### config.mk
export PLATFORM = sky130hd
export DESIGN_NAME = pcm_frame_clkgen
export DESIGN_NICKNAME = d
export VERILOG_FILES = /design/src/rtl/pcm_fcg_pkg.sv /design/src/rtl/pcm_fcg_bit_timer.sv /design/src/rtl/pcm_fcg_frame_counter.sv /design/src/rtl/pcm_fcg_sync_shaper.sv /design/src/rtl/pcm_frame_clkgen.sv
export SDC_FILE = /design/constraint.sdc
export NUM_CORES = 1
export LEC_CHECK = 0
export ABC_AREA = 1
export CAP_MARGIN = 20
export CORE_MARGIN = 2
export CORE_UTILIZATION = 50
export CTS_CLUSTER_SIZE = 40
export DETAILED_ROUTE_END_ITERATION = 12
export PLACE_DENSITY_LB_ADDON = 0.05
export SLEW_MARGIN = 40
export SYNTH_ARGS = -nofsm -noshare
export SYNTH_HDL_FRONTEND = slang
export SYNTH_SLANG_ARGS = --single-unit
### constraint.sdc
create_clock -name clk -period 1.31 [get_ports clk]
set_input_delay 0.262 -clock clk [delete_from_list [all_inputs] [get_ports clk]]
set_output_delay 0.262 -clock clk [all_outputs]
set_load 0.05 [all_outputs]
### src/rtl/pcm_fcg_pkg.sv
package pcm_fcg_pkg;

    // Phases of the bit-clock timer
    typedef enum logic [1:0] {
        ST_HALT    = 2'd0,
        ST_BCLK_HI = 2'd1,
        ST_BCLK_LO = 2'd2
    } bclk_state_t;

endpackage

### src/rtl/pcm_fcg_bit_timer.sv
module pcm_fcg_bit_timer
    import pcm_fcg_pkg::*;
#(
    parameter int FRAME_DIV   = 2400,
    parameter int NARROW_BITS = 8
) (
    input  logic clk,
    input  logic srst,
    input  logic wide,
    output logic bclk_raw,
    output logic bit_end,
    output logic launch
);
    localparam int DIV_N  = FRAME_DIV / NARROW_BITS;
    localparam int DIV_W  = DIV_N / 2;
    localparam int HI_N   = DIV_N - DIV_N / 2;
    localparam int HI_W   = DIV_W - DIV_W / 2;
    localparam int PHW    = $clog2(DIV_N);

    bclk_state_t     state_q, state_d;
    logic [PHW-1:0]  phase_q, phase_d;
    logic [PHW-1:0]  last_ph, hi_last;

    always_comb begin
        last_ph = wide ? PHW'(DIV_W - 1) : PHW'(DIV_N - 1);
        hi_last = wide ? PHW'(HI_W - 1)  : PHW'(HI_N - 1);
    end

    // Next-state logic
    always_comb begin
        state_d = state_q;
        phase_d = phase_q;
        unique case (state_q)
            ST_HALT: begin
                state_d = ST_BCLK_HI;
                phase_d = '0;
            end
            ST_BCLK_HI: begin
                if (phase_q == last_ph) begin
                    phase_d = '0;
                end else begin
                    phase_d = phase_q + 1'b1;
                    if (phase_q == hi_last) begin
                        state_d = ST_BCLK_LO;
                    end
                end
            end
            ST_BCLK_LO: begin
                if (phase_q == last_ph) begin
                    state_d = ST_BCLK_HI;
                    phase_d = '0;
                end else begin
                    phase_d = phase_q + 1'b1;
                end
            end
            default: begin
                state_d = ST_HALT;
                phase_d = '0;
            end
        endcase
    end

    // State register
    always_ff @(posedge clk) begin
        if (srst) begin
            state_q <= ST_HALT;
            phase_q <= '0;
        end else begin
            state_q <= state_d;
            phase_q <= phase_d;
        end
    end

    // Outputs
    always_comb begin
        bclk_raw = (state_q == ST_BCLK_HI);
        launch   = (state_q == ST_HALT);
        bit_end  = (state_q != ST_HALT) && (phase_q == last_ph);
    end

endmodule

### src/rtl/pcm_fcg_frame_counter.sv
module pcm_fcg_frame_counter #(
    parameter int NARROW_BITS = 8,
    parameter int IDXW        = $clog2(2 * NARROW_BITS)
) (
    input  logic            clk,
    input  logic            srst,
    input  logic            launch,
    input  logic            bit_end,
    input  logic            fmt_req,
    input  logic            short_req,
    output logic [IDXW-1:0] bit_q,
    output logic            wide_q,
    output logic            short_q
);
    logic [IDXW-1:0] last_bit;

    always_comb begin
        last_bit = wide_q ? IDXW'(2 * NARROW_BITS - 1) : IDXW'(NARROW_BITS - 1);
    end

    always_ff @(posedge clk) begin
        if (srst) begin
            bit_q   <= '0;
            wide_q  <= 1'b0;
            short_q <= 1'b0;
        end else if (launch) begin
            bit_q   <= '0;
            wide_q  <= fmt_req;
            short_q <= short_req;
        end else if (bit_end) begin
            if (bit_q == last_bit) begin
                bit_q   <= '0;
                wide_q  <= fmt_req;
                short_q <= short_req;
            end else begin
                bit_q <= bit_q + 1'b1;
            end
        end
    end

endmodule

### src/rtl/pcm_fcg_sync_shaper.sv
module pcm_fcg_sync_shaper #(
    parameter int NARROW_BITS = 8,
    parameter int IDXW        = $clog2(2 * NARROW_BITS)
) (
    input  logic            running,
    input  logic [IDXW-1:0] bit_q,
    input  logic            wide_q,
    input  logic            short_q,
    output logic            fsync_raw
);
    logic [IDXW-1:0] last_bit;
    logic [IDXW-1:0] long_end;

    always_comb begin
        last_bit  = wide_q ? IDXW'(2 * NARROW_BITS - 1) : IDXW'(NARROW_BITS - 1);
        long_end  = wide_q ? IDXW'(NARROW_BITS)         : IDXW'(NARROW_BITS - 1);
        fsync_raw = running && (short_q ? (bit_q == last_bit) : (bit_q < long_end));
    end

endmodule

### src/rtl/pcm_frame_clkgen.sv
module pcm_frame_clkgen #(
    parameter int FRAME_DIV   = 2400,
    parameter int NARROW_BITS = 8,
    localparam int IDXW       = $clog2(2 * NARROW_BITS)
) (
    input  logic            clk,
    input  logic            srst,
    input  logic            fmt_linear,
    input  logic            sync_short,
    output logic            fsync,
    output logic            bclk,
    output logic [IDXW-1:0] bit_idx,
    output logic            fmt_active
);
    logic            bclk_raw, fsync_raw, bit_end, launch;
    logic [IDXW-1:0] bit_q;
    logic            wide_q, short_q;

    pcm_fcg_bit_timer #(
        .FRAME_DIV  (FRAME_DIV),
        .NARROW_BITS(NARROW_BITS)
    ) u_timer (
        .clk     (clk),
        .srst    (srst),
        .wide    (wide_q),
        .bclk_raw(bclk_raw),
        .bit_end (bit_end),
        .launch  (launch)
    );

    pcm_fcg_frame_counter #(
        .NARROW_BITS(NARROW_BITS),
        .IDXW       (IDXW)
    ) u_frame (
        .clk      (clk),
        .srst     (srst),
        .launch   (launch),
        .bit_end  (bit_end),
        .fmt_req  (fmt_linear),
        .short_req(sync_short),
        .bit_q    (bit_q),
        .wide_q   (wide_q),
        .short_q  (short_q)
    );

    pcm_fcg_sync_shaper #(
        .NARROW_BITS(NARROW_BITS),
        .IDXW       (IDXW)
    ) u_sync (
        .running  (!launch),
        .bit_q    (bit_q),
        .wide_q   (wide_q),
        .short_q  (short_q),
        .fsync_raw(fsync_raw)
    );

    always_comb begin
        fsync      = !srst && fsync_raw;
        bclk       = !srst && bclk_raw;
        bit_idx    = bit_q;
        fmt_active = wide_q;
    end

endmodule

==> results.cfg <==
[outcome]
outcome = complete, but fails checks
violations = setup timing

[floorplanning]
row_count = 17
start_util = 0.5339
dieArea_mm2 = 0.002816
die_y_um = 53.07
die_x_um = 53.07
coreArea_mm2 = 0.002255
io-pin-count = 11

[hold_path]
hold_end = u_timer.phase_q[0]
hp-start = u_timer.phase_q[0]
hold_class = register to register
min_path_cells = 1

[power]
p_per_area_mw_per_mm2 = 1408
leakagePower_nw = 0.8874
vdd_drop_max_mv = 1.345

[critical_path]
timing.rr.end = u_frame.bit_q[2]
reg2reg_depth = 10
end_kind = primary output
r2r_start = u_frame.wide_q
required_ns = 1.05
r2r_slack_ns = -0.31
cp-start-kind = register
worstSetupPathType = register to primary output
crit_fanout = 5
critPathArrivalTime_ns = 1.62

[detailed_routing]
drc = 0
wirelength_um = 3864
drt_pass1_iterations = 4
wl_per_cell_um = 14.75
vias = 1426
postRouteAntennaNets = 0
drtIter0Drc = 43
vias_per_cell = 5.443

[place]
dpl_cell_area_mm2 = 0.001720
hpwl_um = 2495
dpl_worst_slack_ns = -0.2195
portBuffers = 10
gp_congestion = 0.8771

[timing]
finalHoldViolCount = 0
relSlewSlack = 0.7977
min_period_ns = 1.882
setup-violations-final = 20
rsz0062_at_grt = yes
fin_crit_sh = 1.437
finClkSkew_ns = 0.006080
fmax_mhz = 531.2
slew_viol_final = 0
layout_setup_ws_ns = -0.5724
worst_pin_slew_ns = 0.3007

[layout]
area_growth_pct = 61.02
final_core_util = 0.8596
design_area_mm2 = 0.001938
fillers = 123
final_layout_size_suffix_gt1_frac = 0.4487
nNetsFinal = 247
diodes = 0

[clock_tree]
clk_pin_slew_ns = 0.12
clk_path_buf_depth = 2
htreeDepth = 1
cts_tree = yes
clock_latency_ns = 0.31
cts.sinks = 17
cts_buffers = 3
root_buffer = clkbuf_4

[logic_synthesis]
async_flop_share = 0
synth.top_cell.area_share = 0.2827
postSynthAreaPerCell_um2 = 6.577
synth_nets = 195
netlist_instances = 183
synth.distinct_cells = 27
yosysTopAreaCell = dfxtp_1
synth.cell_area_mm2 = 0.001204
ys_top_cells_by_area = dfxtp_1 28%, nand2_1 15%, nor2_1 11%
synth_top_flop_cell = dfxtp_1
seq_area_frac_synth = 0.2827
synth.ff_latch_count = 17
ys_warn_count = 0
synth-edff-count = 0

[global_route]
grt_pass1_vias = 1437
grt_max_degree = 12
antenna_found_initial = 0
grt_pass1_wl_um = 6292
track_usage = 0.3126
grt_overflow = 0

[job]
maxCapViolCount = 0
cells by family after synthesis:
family	Yosys count	synth area share
adders and majority gates	8	0.08316
and+or+nand+nor	112	0.4501
xor gates and xnor gates	2	0.01456
DFF	17	0.2827
buffers and inverters	27	0.09147
AOI/OAI and AO/OA	17	0.07796
power by group:
| part | switching (mW) | total (mW) | internal (mW) |
|---|---|---|---|
| Clock | 0.197 | 0.315 | 0.119 |
| Sequential | 0.0761 | 0.677 | 0.601 |
| Combinational | 0.925 | 1.74 | 0.813 |
| Total | 1.20 | 2.73 | 1.53 |
cells in the final DEF (no fill, tap or decap), types with 2 or more instances in the layout:
master	instances
a21oi_1	6
a21oi_2	4
buf_12	8
buf_4	33
buf_6	3
clkbuf_4	3
clkdlybuf4s50_1	3
dfxtp_1	8
dfxtp_2	5
dfxtp_4	4
ha_1	4
ha_4	3
inv_1	19
inv_2	4
inv_4	3
nand2_1	38
nand2_2	10
nand2_4	5
nand3_1	8
nand3_2	4
nand3_4	2
nand4_1	4
nor2_1	30
nor2_4	6
o21ai_0	3
xor2_1	2
what timing repair did:
item                       CTS  global route
setup buffers                2             4
gates resized for setup     25            20
hold buffers                 0             0
pin swaps                   10            16
setup endpoints to repair   20            20
cloned                       1             0
area by class of cell:
type | count | area, um2 | share of cell area
Tap cell | 28 | 35.03 | 0.01808
Clock inverter | 1 | 6.256 | 0.003228
Timing Repair Buffer | 48 | 486.7 | 0.2511
Inverter | 25 | 98.84 | 0.05100
Clock buffer | 3 | 22.52 | 0.01162
Sequential cell | 17 | 361.6 | 0.1866
Multi-Input combinational cell | 140 | 927.1 | 0.4784
how the worst max path moves through the flow:
stage | to | slack (ns) | cells past startpoint | start
global placement | fsync | -0.19 | 6 | u_frame.wide_q
finish | fsync | -0.57 | 6 | u_frame.wide_q
CTS | fsync | -0.61 | 6 | u_frame.wide_q
floorplan | fsync | -0.34 | 5 | u_frame.wide_q
detailed placement | fsync | -0.22 | 6 | u_frame.wide_q
global route | fsync | -0.64 | 6 | u_frame.wide_q
state kept, by name, summed over array words and instances, names as in the netlist:
register	cells
u_frame.bit_q	4
u_timer.state_q	2
u_frame.wide_q	1
u_timer.phase_q	9
u_frame.short_q	1
routing by layer:
| layer | track usage | vias to the layer above | wire [um] |
|---|---|---|---|
| met3 | 0.05085 | 15 | 225 |
| met2 | 0.5438 | 68 | 1910 |
| met5 | 0 | - | 0 |
| met1 | 0.3785 | 658 | 1617 |
| li1 | - | 685 | - |
| met4 | 0.1282 | 0 | 111 |
synth_stat cells, drive strengths merged, types with 2 or more instances:
cell type   n
o21ai       4
nor3        2
nor2       37
xor2        2
buf         2
nand2      53
dfxtp      17
inv        25
a21oi      11
nand4       4
nand3      13
ha          8
worst max-delay path: stages (launching register included):
cell and delay (ns):
dfxtp_4 0.41, ha_4 0.21, o21a_1 0.11, o211ai_1 0.17, nand2_1 0.11, a21oi_4 0.16, buf_12 0.15
stage by stage:
step           TNS (ns)  std cells  power [mW]  hold slack, ns
6_report         -4.574        262       2.730          0.4396
3_3_place_gp     -1.219        253       1.994          0.4465
5_1_grt          -5.721        262       2.918          0.4851
2_1_floorplan   -0.4921        183       1.461          0.3924
4_1_cts          -3.680        260       2.597          0.4849
3_5_place_dp     -1.901        253       2.048          0.4590
(Power assumes the default switching activity.)
